## src/rtl/vfe_ctl_pkg.sv

```systemverilog
// Package: shared types and constants for the video filter control slave.
// Assumes a fixed three-channel register layout.
package vfe_ctl_pkg;

    localparam int CH_COUNT    = 3;
    localparam int KIND_W      = 2;
    localparam int CUT_W       = 8;
    localparam logic [4:0] ADDR_HI = 5'b10010;

    typedef enum logic [1:0] {
        KIND_CLAMP  = 2'b00,
        KIND_BIAS   = 2'b01,
        KIND_DIRECT = 2'b10
    } in_kind_e;

    typedef enum logic [1:0] {
        ENG_IDLE = 2'd0,
        ENG_BITS = 2'd1,
        ENG_ACK  = 2'd2,
        ENG_HOLD = 2'd3
    } eng_state_e;

    // Map the three-state strap code to the 7-bit device address
    function automatic logic [6:0] strap_to_addr(input logic [1:0] code);
        logic [1:0] low;
        if (code[1])           low = 2'b10;
        else if (code[0])      low = 2'b01;
        else                   low = 2'b00;
        return {ADDR_HI, low};
    endfunction

endpackage

```

## src/rtl/vfe_i2c_sync.sv

```systemverilog
// Module: brings SCL and SDA into the clock domain and flags bus events.
// Assumes clk is much faster than SCL; STAGES must be at least 2.
module vfe_i2c_sync #(
    parameter int STAGES = 2
) (
    input  logic clk,
    input  logic rst_n,
    input  logic scl_i,
    input  logic sda_i,
    output logic sda_s,
    output logic scl_rise,
    output logic scl_fall,
    output logic start_p,
    output logic stop_p
);
    localparam int LINES = 2;

    logic [LINES-1:0] raw_in;
    logic [LINES-1:0] line_s;
    logic [LINES-1:0] line_q;

    assign raw_in = {sda_i, scl_i};

    generate
        for (genvar l = 0; l < LINES; l++) begin : g_line
            logic [STAGES-1:0] chain;
            // Shift the pad value through the synchronizer chain
            always_ff @(posedge clk) begin
                if (!rst_n) chain <= '1;
                else        chain <= {chain[STAGES-2:0], raw_in[l]};
            end
            assign line_s[l] = chain[STAGES-1];
        end
    endgenerate

    // Keep the previous synchronized value for edge detection
    always_ff @(posedge clk) begin
        if (!rst_n) line_q <= '1;
        else        line_q <= line_s;
    end

    assign sda_s    = line_s[1];
    assign scl_rise = line_s[0] & ~line_q[0];
    assign scl_fall = ~line_s[0] & line_q[0];
    assign start_p  = line_s[0] & line_q[0] & line_q[1] & ~line_s[1];
    assign stop_p   = line_s[0] & line_q[0] & ~line_q[1] & line_s[1];

endmodule

```

## src/rtl/vfe_i2c_wr_engine.sv

```systemverilog
// Module: frame engine for address, selector and data bytes.
// Drives the ACK and raises one write strobe per good frame.
// Assumes synchronized event pulses from vfe_i2c_sync.
module vfe_i2c_wr_engine
    import vfe_ctl_pkg::*;
#(
    parameter int BYTE_BITS = 8,
    parameter int FRAME_LEN = 3
) (
    input  logic                 clk,
    input  logic                 rst_n,
    input  logic                 sda_s,
    input  logic                 scl_rise,
    input  logic                 scl_fall,
    input  logic                 start_p,
    input  logic                 stop_p,
    input  logic [6:0]           dev_addr,
    output logic                 sda_oe,
    output logic                 wr_stb,
    output logic [1:0]           wr_sub,
    output logic [BYTE_BITS-1:0] wr_data
);
    localparam int CNT_W = $clog2(BYTE_BITS + 1);
    localparam int IDX_W = $clog2(FRAME_LEN);
    localparam logic [CNT_W-1:0] FULL = CNT_W'(BYTE_BITS);
    localparam logic [IDX_W-1:0] LAST = IDX_W'(FRAME_LEN - 1);

    eng_state_e           state;
    logic [CNT_W-1:0]     bit_cnt;
    logic [IDX_W-1:0]     byte_idx;
    logic [BYTE_BITS-1:0] shreg;
    logic [1:0]           sub_q;
    logic                 byte_ok;

    // Decide whether the byte just received earns an acknowledge
    always_comb begin
        case (byte_idx)
            IDX_W'(0): byte_ok = (shreg == {dev_addr, 1'b0});
            IDX_W'(1): byte_ok = (shreg == 8'h01) || (shreg == 8'h02) || (shreg == 8'h03);
            LAST:      byte_ok = 1'b1;
            default:   byte_ok = 1'b0;
        endcase
    end

    // Frame sequencing, bit capture, ACK drive and commit strobe
    always_ff @(posedge clk) begin
        if (!rst_n) begin
            state    <= ENG_IDLE;
            bit_cnt  <= '0;
            byte_idx <= '0;
            shreg    <= '0;
            sub_q    <= '0;
            sda_oe   <= 1'b0;
            wr_stb   <= 1'b0;
        end else begin
            wr_stb <= 1'b0;
            if (start_p) begin
                state    <= ENG_BITS;
                bit_cnt  <= '0;
                byte_idx <= '0;
                sda_oe   <= 1'b0;
            end else if (stop_p) begin
                state  <= ENG_IDLE;
                sda_oe <= 1'b0;
            end else begin
                case (state)
                    ENG_BITS: begin
                        if (scl_rise && bit_cnt != FULL) begin
                            shreg   <= {shreg[BYTE_BITS-2:0], sda_s};
                            bit_cnt <= bit_cnt + 1'b1;
                        end else if (scl_fall && bit_cnt == FULL) begin
                            if (byte_ok) begin
                                sda_oe <= 1'b1;
                                state  <= ENG_ACK;
                                if (byte_idx == IDX_W'(1)) sub_q  <= shreg[1:0];
                                if (byte_idx == LAST)      wr_stb <= 1'b1;
                            end else begin
                                state <= ENG_IDLE;
                            end
                        end
                    end
                    ENG_ACK: begin
                        if (scl_fall) begin
                            sda_oe  <= 1'b0;
                            bit_cnt <= '0;
                            if (byte_idx == LAST) begin
                                state <= ENG_HOLD;
                            end else begin
                                byte_idx <= byte_idx + 1'b1;
                                state    <= ENG_BITS;
                            end
                        end
                    end
                    default: ;
                endcase
            end
        end
    end

    assign wr_sub  = sub_q;
    assign wr_data = shreg;

endmodule

```

## src/rtl/vfe_cfg_regs.sv

```systemverilog
// Module: the three configuration registers and their per-channel decode.
// Assumes wr_sub is 1, 2 or 3 whenever wr_stb is high.
module vfe_cfg_regs
    import vfe_ctl_pkg::*;
#(
    parameter logic [CUT_W-1:0] DEF_CUTOFF = 8'h7D
) (
    input  logic                       clk,
    input  logic                       rst_n,
    input  logic                       wr_stb,
    input  logic [1:0]                 wr_sub,
    input  logic [7:0]                 wr_data,
    input  logic                       mux_pin,
    output logic [CUT_W-1:0]           cutoff_code,
    output logic [CH_COUNT*KIND_W-1:0] ch_type,
    output logic [CH_COUNT-1:0]        ch_half,
    output logic                       filt_bypass,
    output logic                       pwr_down,
    output logic                       sel_b
);
    logic [CUT_W-1:0]           cut_q;
    logic [CH_COUNT*KIND_W-1:0] kind_q;
    logic                       pd_q, mux_q, half_q, byp_q;

    // Commit the data byte into the selected register
    always_ff @(posedge clk) begin
        if (!rst_n) begin
            cut_q  <= DEF_CUTOFF;
            kind_q <= '0;
            pd_q   <= 1'b0;
            mux_q  <= 1'b0;
            half_q <= 1'b0;
            byp_q  <= 1'b0;
        end else if (wr_stb) begin
            case (wr_sub)
                2'd1: cut_q  <= wr_data;
                2'd2: kind_q <= wr_data[7:8-CH_COUNT*KIND_W];
                2'd3: begin
                    pd_q   <= wr_data[7];
                    mux_q  <= wr_data[6];
                    half_q <= wr_data[5];
                    byp_q  <= wr_data[4];
                end
                default: ;
            endcase
        end
    end

    generate
        for (genvar c = 0; c < CH_COUNT; c++) begin : g_ch
            localparam int HI = CH_COUNT*KIND_W - 1 - c*KIND_W;
            in_kind_e kind;
            // Decode the stored field; direct ignores the low bit
            always_comb begin
                if (kind_q[HI])        kind = KIND_DIRECT;
                else if (kind_q[HI-1]) kind = KIND_BIAS;
                else                   kind = KIND_CLAMP;
            end
            assign ch_type[c*KIND_W +: KIND_W] = kind;
            if (c == 0) begin : g_full
                assign ch_half[c] = 1'b0;
            end else begin : g_halved
                assign ch_half[c] = half_q & ~byp_q;
            end
        end
    endgenerate

    assign cutoff_code = cut_q;
    assign filt_bypass = byp_q;
    assign pwr_down    = pd_q;
    assign sel_b       = mux_pin | mux_q;

endmodule

```

## src/rtl/vfe_ctl_slave.sv

```systemverilog
// Module: top of the write-only configuration slave.
// Resolves the strap once after reset, then ties sync, engine and registers.
// Assumes clk is at least about 20x SCL and strap_i is settled at reset.
module vfe_ctl_slave
    import vfe_ctl_pkg::*;
#(
    parameter int               SYNC_STAGES = 2,
    parameter logic [CUT_W-1:0] DEF_CUTOFF  = 8'h7D
) (
    input  logic                       clk,
    input  logic                       rst_n,
    input  logic                       scl_i,
    input  logic                       sda_i,
    output logic                       sda_oe_o,
    input  logic [1:0]                 strap_i,
    input  logic                       mux_pin_i,
    output logic [CUT_W-1:0]           cutoff_code_o,
    output logic [CH_COUNT*KIND_W-1:0] ch_type_o,
    output logic [CH_COUNT-1:0]        ch_half_o,
    output logic                       filt_bypass_o,
    output logic                       pwr_down_o,
    output logic                       sel_b_o
);
    logic       sda_s, scl_rise, scl_fall, start_p, stop_p;
    logic [6:0] dev_addr;
    logic       addr_lat;
    logic       wr_stb;
    logic [1:0] wr_sub;
    logic [7:0] wr_data;

    // Latch the strap-derived address in the first cycle after reset
    always_ff @(posedge clk) begin
        if (!rst_n) begin
            addr_lat <= 1'b0;
            dev_addr <= strap_to_addr(2'b00);
        end else if (!addr_lat) begin
            addr_lat <= 1'b1;
            dev_addr <= strap_to_addr(strap_i);
        end
    end

    vfe_i2c_sync #(.STAGES(SYNC_STAGES)) u_sync (
        .clk(clk), .rst_n(rst_n), .scl_i(scl_i), .sda_i(sda_i),
        .sda_s(sda_s), .scl_rise(scl_rise), .scl_fall(scl_fall),
        .start_p(start_p), .stop_p(stop_p)
    );

    vfe_i2c_wr_engine u_eng (
        .clk(clk), .rst_n(rst_n), .sda_s(sda_s), .scl_rise(scl_rise),
        .scl_fall(scl_fall), .start_p(start_p), .stop_p(stop_p),
        .dev_addr(dev_addr), .sda_oe(sda_oe_o), .wr_stb(wr_stb),
        .wr_sub(wr_sub), .wr_data(wr_data)
    );

    vfe_cfg_regs #(.DEF_CUTOFF(DEF_CUTOFF)) u_regs (
        .clk(clk), .rst_n(rst_n), .wr_stb(wr_stb), .wr_sub(wr_sub),
        .wr_data(wr_data), .mux_pin(mux_pin_i), .cutoff_code(cutoff_code_o),
        .ch_type(ch_type_o), .ch_half(ch_half_o), .filt_bypass(filt_bypass_o),
        .pwr_down(pwr_down_o), .sel_b(sel_b_o)
    );

endmodule

```

## config.mk

```make
export PLATFORM = sky130hd
export DESIGN_NAME = vfe_ctl_slave
export DESIGN_NICKNAME = d
export VERILOG_FILES = /design/src/rtl/vfe_ctl_pkg.sv /design/src/rtl/vfe_i2c_sync.sv /design/src/rtl/vfe_i2c_wr_engine.sv /design/src/rtl/vfe_cfg_regs.sv /design/src/rtl/vfe_ctl_slave.sv
export SDC_FILE = /design/constraint.sdc
export NUM_CORES = 1
export LEC_CHECK = 0
export ABC_AREA = 1
export ABC_CLOCK_PERIOD_IN_PS = 4280
export BUFFER_PORTS_ARGS = -buffer_cell sky130_fd_sc_hd__buf_2
export CORE_UTILIZATION = 45
export DETAILED_ROUTE_END_ITERATION = 6
export SLEW_MARGIN = 10
export SYNTH_ARGS = -nofsm -noshare
export SYNTH_HDL_FRONTEND = slang
export SYNTH_SLANG_ARGS = --single-unit
```

## constraint.sdc

```tcl
create_clock -name clk -period 4.28 [get_ports clk]
set_input_delay 0 -clock clk [delete_from_list [all_inputs] [get_ports clk]]
set_output_delay 0 -clock clk [all_outputs]
set_load 0.005 [all_outputs]
```

==> impl_metrics.csv, run 1 <==
group,metric,value,unit
layout,register_area,941,um2
global_routing,grt_max_degree,35,
sta,setup_tns,0,ns
synthesis,synth_compound_area_frac,0.158,
layout,fill_cells,437,
detailed_routing,drt_iter0_drc,108,
sta,rsz0062_at_grt,"false",
min_path,hold_depth,3,
clocking,cts_buffers,5,
synthesis,yosysMostFrequentCell,"dfxtp_1",
detailed_routing,avgRoutedWirePerCell,11.1,um
sta,clock.fmax,676,MHz
clocking,cts.sinks,47,
global_routing,antenna_found_initial,0,
detailed_routing,wl,3850,um
floorplanning,die_y,70.3,um
power,clkPwrFrac,0.313,
clocking,cts_buffer_depth,2,
critical_path,cp.arrival,1.67,ns
global_routing,gr-total-overflow,0,
placed_design,placed_cells,335,
clocking,cts_hold_buf,3,
power,peakVddDrop,0.218,mV
layout,multi_input_area,956,um2
floorplanning,ios,28,
critical_path,required,4.47,ns
placed_design,portBuffers,26,
critical_path,worst-path-buf-inv,2,
power,p_sw,0.000210,W
critical_path,cp-start-kind,"flop",
detailed_routing,via_per_inst,4.84,
floorplanning,die_x,70.3,um
clocking,h-tree-depth,2,
sta,drv_slew,0,
sta,relSlewSlack,0.664,
power,p_comb_frac,0.121,
synthesis,synth_flop_cell,"dfxtp_1",
synthesis,netlist_instances,265,
power,p_seq_frac,0.566,
outcome,status,"complete, no violations",
placed_design,gp_congestion,0.837,
critical_path,path_delay_family,"simple AND/OR/NAND/NOR gates",
clocking,clk_latency,0.30,ns
synthesis,synth_area,2100,um2
synthesis,ys_top_cells_by_area,"dfxtp_1, nand2_1, a21oi_1",
critical_path,cpMaxStageDelayCell,"dfxtp_1",
critical_path,worstSetupPathType,"flop to flop",
power,leakage,1.03,nW
min_path,min_from,"strap_i[0]",
critical_path,r2r_setup_slack,2.80,ns
critical_path,worstSetupEndpointType,"flop",
synthesis,synth_top_family_by_area,"simple AND/OR/NAND/NOR gates",
layout,area_growth,12.2,%
clocking,path_clk_slew,0.08,ns
synthesis,yosysSeqAreaShare,0.448,
layout,diodes,0,
sta,layout_worst_path_cycle_share,0.345,
sta,setup_viol,0,
clocking,post_cts_resized,0,
layout,nets,308,
synthesis,synth_top_area_frac,0.448,
synthesis,syn_nets,280,
layout,fin_util,0.534,
synthesis,yosysTopAreaCell,"dfxtp_1",
clocking,cts_tree,"built",
global_routing,grtUsageTotal,0.173,
critical_path,critical_path.max_stage_delay,0.38,ns
synthesis,yosysUniqueCellTypes,35,
floorplanning,dieArea,4950,um2
critical_path,crit_fanout,10,
synthesis,synth_mux_area_frac,0,
layout,fin_cells,346,
detailed_routing,drt_pass1_iterations,4,
global_routing,grt_pass1_vias,1560,
layout,layout-drive-gt1-share,0.221,
synthesis,syn_avg_cell_area,7.93,um2
sta,fin_crit,1.48,ns
critical_path,r2r-start,"u_eng.bit_cnt[0]",
clocking,cts-root-buf,"clkbuf_8",
detailed_routing,drcViolationCount,0,
power,swShare,0.258,
sta,skew,0.00605,ns
critical_path,reg2reg_depth,8,
synthesis,synth_fa_ha_area_frac,0.0476,
floorplanning,initial_core_util,0.476,
min_path,holdPathEnd,"dev_addr[0]",
synthesis,ys_top_cells_by_count,"dfxtp_1, nand2_1, inv_1",
detailed_routing,final_antenna_net_count,0,
detailed_routing,vias,1674,
sta,timing.hold.ws,0.0234,ns
power,internal_power,0.000602,W
power,power_density,344,nW/um2
min_path,hold_class,"input pin to flop",
synthesis,ys_seq_elements,47,
sta,tightestPinTransition,0.504,ns
critical_path,cp_cell_sequence,"inv_1 -> ha_1 -> nand3_2 -> nand2_2 -> nor2_4 -> inv_2 -> o21ai_0 -> a21oi_1",
synthesis,async_flop_share,0,
floorplanning,rows,24,
sta,hold_viol,0,
floorplanning,core,4410,um2
placed_design,place_hpwl,2860,um
run,cap_violations,0,
critical_path,rr_endpoint,"u_eng.wr_data[1]",
synthesis,synth-edff-count,0,
global_routing,grt_pass1_wl,6760,um
clocking,cts_setup_buffers,0,
synthesis,yosys_warnings,0,
synthesis,yosys.area_share.simple,0.247,
synthesis,synth_xor_area_frac,0,
==> area by class of cell <==
class                           instances  area share
Tap cell                               52      0.0276
Timing Repair Buffer                   29      0.0679
Multi-Input combinational cell        169       0.406
Clock inverter                          1     0.00212
Sequential cell                        47       0.399
Clock buffer                            7      0.0324
Inverter                               41      0.0653
==> per-stage QoR <==
step	instance area [um2]	setup WS [ns]	total power, W
CTS	2360	2.79	0.000825
global route	2360	2.64	0.000859
floorplan	2100	2.93	0.000547
finish	2360	2.80	0.000812
detailed placement	2250	2.80	0.000567
global placement	2250	2.80	0.000567
==> state kept, by name (all words and copies together), names as in the netlist, 4 cells and up <==
name                 cells
u_regs.kind_q            6
u_eng.bit_cnt            4
u_regs.cutoff_code       8
u_eng.wr_data            8
u_sync.g_line.chain      4
==> kinds of logic after synthesis <==
group                      count (synthesis)
DFF                                       47
and+or+nand+nor                          102
buffers and inverters                     49
other                                      1
adders and majority gates                  8
AOI/OAI and AO/OA                         58
==> cell usage in the layout (no fill, tap or decap), types with 2 or more instances in the layout <==
| master | Yosys | final |
|---|---|---|
| inv_1 | 32 | 32 |
| nor3_1 | 3 | 3 |
| nand2_1 | 35 | 35 |
| nand4_1 | 2 | 2 |
| o21ai_1 | 2 | 2 |
| a21oi_1 | 25 | 25 |
| nor2_1 | 26 | 26 |
| inv_2 | 8 | 8 |
| o211ai_1 | 2 | 2 |
| nand3_2 | 2 | 2 |
| buf_2 | 1 | 26 |
| ha_1 | 8 | 8 |
| nand3_1 | 14 | 14 |
| o21ai_0 | 23 | 23 |
| nand2_2 | 3 | 3 |
| clkbuf_1 | 2 | 2 |
| or2_2 | 5 | 5 |
| nor2_2 | 4 | 4 |
| nor3b_2 | 2 | 2 |
| clkbuf_8 | 0 | 5 |
| dlygate4sd3_1 | 0 | 3 |
| dfxtp_1 | 47 | 47 |
==> tightest hold or removal path, delay by kind of cell <==
family,cells,cell delay (ns)
AOI/OAI and AO/OA,2,0.18
buffers and inverters,1,0.10
==> how the worst max path moves through the flow <==
stage / cells after the start / slack (ns) / to / from
2_1_floorplan: 6 / 2.93 / u_eng.bit_cnt[2] / u_eng.state[0]
6_report: 8 / 2.80 / u_eng.wr_data[1] / u_eng.bit_cnt[0]
3_5_place_dp: 6 / 2.80 / u_eng.bit_cnt[2] / u_eng.state[0]
5_1_grt: 8 / 2.64 / u_eng.wr_data[4] / u_eng.bit_cnt[0]
4_1_cts: 6 / 2.79 / u_eng.bit_cnt[3] / u_eng.state[0]
3_3_place_gp: 8 / 2.80 / u_eng.bit_cnt[2] / u_eng.bit_cnt[0]
==> power groups by stage <==
stage	Combinational (W)	Clock, W	Sequential, W
after floorplan	0.0000794	0	0.000468
after CTS	0.0000995	0.000266	0.000459
after global routing	0.000114	0.000284	0.000462
after global placement	0.0000973	0	0.000470
final	0.0000981	0.000254	0.000459
after detailed placement	0.0000971	0	0.000470
==> routing by layer <==
layer	part of all wire	GRT usage
met5	0	0
met2	0.47	0.306
met1	0.48	0.199
met3	0.032	0.0433
met4	0.014	0.0667
Note: power is estimated with default switching activity, not from simulation.
==> inputs of run 2 (changes only) <==
- ABC_CLOCK_PERIOD_IN_PS: 4280 -> 1500
- clock period: 4.28 -> 1.5 ns (I/O delays scaled with it)
==> run 2 against run 1 <==
Hold slack lost 0.00063 ns. Global-route usage grew 0.85 points. Power grew to 3.0 times the previous value. Clock-buffer cell count shrank 2. Sequential share of layout area shrank 2.7 points. Flip-flop and latch count is the same. Critical path depth grew 1. Setup slack lost 2.7 ns. Final cell count grew 4.0%. Critical path type unchanged. Largest cell class unchanged.
==> impl_metrics.csv, run 2 (synthesized netlist as in run 1, its figures left out) <==
group,metric,value,unit
power,leakage,1.11,nW
clocking,path_clk_slew,0.08,ns
clocking,clk_latency,0.30,ns
floorplanning,die_x,70.3,um
sta,drv_slew,0,
layout,nets,322,
detailed_routing,vias,1704,
layout,area_growth,21.1,%
critical_path,cp_cell_sequence,"inv_1 -> ha_4 -> nand3_4 -> nand2_4 -> nand2_4 -> nand3_4 -> buf_4 -> nor2_1 -> a211oi_2",
power,total_power,0.00243,W
critical_path,worstSetupEndpointType,"flop",
critical_path,worstSetupPathType,"flop to flop",
placed_design,portBuffers,26,
sta,setup_tns,0,ns
critical_path,cp.arrival,1.61,ns
detailed_routing,wl,4130,um
outcome,status,"complete, no violations",
global_routing,grt_pass1_wl,7090,um
min_path,hold_class,"input pin to flop",
floorplanning,ios,28,
power,p_sw,0.000649,W
layout,layout-drive-gt1-share,0.308,
floorplanning,die_y,70.3,um
sta,hold_viol,0,
critical_path,cp-start-kind,"flop",
global_routing,grt_max_degree,31,
critical_path,path_delay_family,"simple AND/OR/NAND/NOR gates",
layout,fin_util,0.576,
power,clkPwrFrac,0.303,
clocking,cts-root-buf,"clkbuf_8",
placed_design,gp_congestion,0.861,
power,power_density,955,nW/um2
clocking,cts.sinks,47,
sta,fin_crit,1.42,ns
run,cap_violations,0,
clocking,h-tree-depth,2,
detailed_routing,final_antenna_net_count,0,
layout,layout_common_cells,"dfxtp_1, nand2_1, inv_1",
detailed_routing,drt_iter0_drc,90,
clocking,cts_buffers,5,
global_routing,gr-total-overflow,0,
floorplanning,rows,24,
power,internal_power,0.00178,W
critical_path,cpMaxStageDelayCell,"dfxtp_2",
critical_path,critical_path.max_stage_delay,0.33,ns
floorplanning,dieArea,4950,um2
placed_design,place_area,2290,um2
clocking,cts_buffer_depth,2,
critical_path,crit_fanout,8,
layout,layout_commonest_cell,"dfxtp_1",
layout,final_area,2540,um2
layout,fill_cells,420,
layout,diodes,0,
sta,rsz0062_at_grt,"true",
clocking,cts_tree,"built",
critical_path,required,1.69,ns
detailed_routing,via_per_inst,4.73,
detailed_routing,drcViolationCount,0,
sta,skew,0.00842,ns
critical_path,worst-path-buf-inv,2,
global_routing,antenna_found_initial,0,
global_routing,grt_pass1_vias,1609,
global_routing,grtUsageTotal,0.182,
floorplanning,core,4410,um2
sta,layout_worst_path_cycle_share,0.944,
power,swShare,0.267,
power,peakVddDrop,0.519,mV
placed_design,place_hpwl,3020,um
detailed_routing,avgRoutedWirePerCell,11.5,um
power,p_seq_frac,0.541,
sta,clock.fmax,706,MHz
floorplanning,initial_core_util,0.476,
power,p_comb_frac,0.157,
sta,setup_viol,0,
detailed_routing,drt_pass1_iterations,4,
==> run 2: changes by cell type in the layout (fill, tap and decap cells not counted), sizes merged <==
cell | before | now
clkinv | 2 | 4
clkbuf | 7 | 5
dlygate4sd3 | 3 | 4
buf | 26 | 39
==> run 2: routing by layer <==
layer / vias up / track usage / share of wire
met2: 25 / 0.307 / 0.48
met5: - / 0 / 0
li1: 934 / - / -
met3: 7 / 0.0462 / 0.030
met4: 0 / 0.0844 / 0.017
met1: 738 / 0.215 / 0.48
==> run 2: power by group through the flow <==
stage               logic [W]  registers (W)  clock network [W]
finish               0.000381        0.00131           0.000735
global route         0.000428        0.00132           0.000816
CTS                  0.000307        0.00131           0.000761
detailed placement   0.000298        0.00134                  0
global placement     0.000297        0.00134                  0
floorplan            0.000227        0.00134                  0
==> run 2: worst paths after layout <==
kind,end,cells after the start,slack (ns),start
setup / recovery,u_eng.bit_cnt[1],9,0.08,u_eng.bit_cnt[0]
hold / removal,dev_addr[0],3,0.02,strap_i[0]
setup reg to reg,u_eng.bit_cnt[1],9,0.08,u_eng.bit_cnt[0]
hold reg to reg,u_sync.g_line[0].chain[1],1,0.42,u_sync.g_line[0].chain[0]
==> run 2: what timing repair did <==
action,CTS,global route
buffers inserted,0,7
resized for setup,0,20
setup endpoints to repair,0,13
endpoints found under the hold margin,5,0
hold buffers,4,0
==> run 2: stage by stage <==
step | setup WS, ns | cells | hold slack, ns
after detailed placement | 0.0377 | 341 | 0.188
final | 0.0833 | 360 | 0.0228
after floorplan | 0.147 | 265 | 0.0277
after global routing | -0.00245 | 360 | 0.0321
after global placement | 0.0757 | 341 | 0.187
after CTS | 0.0116 | 353 | 0.0176
==> run 2: worst register-to-register path, stage by stage (launching register included) <==
cell      delay (ns)
dfxtp_2         0.33
inv_1           0.07
ha_4            0.16
nand3_4         0.09
nand2_4         0.07
nand2_4         0.12
nand3_4         0.14
buf_4           0.17
nor2_1          0.10
a211oi_2        0.05
==> run 2: cell type report <==
cell class / instances / area [um2] / area share
well taps: 52 / 65.1 / 0.0256
clock buffers: 5 / 68.8 / 0.0271
repair buffers: 43 / 268 / 0.105
clock inverters: 3 / 15.0 / 0.00590
multi-input cells: 169 / 1030 / 0.403
inverters: 41 / 154 / 0.0605
flip-flops and latches: 47 / 947 / 0.372
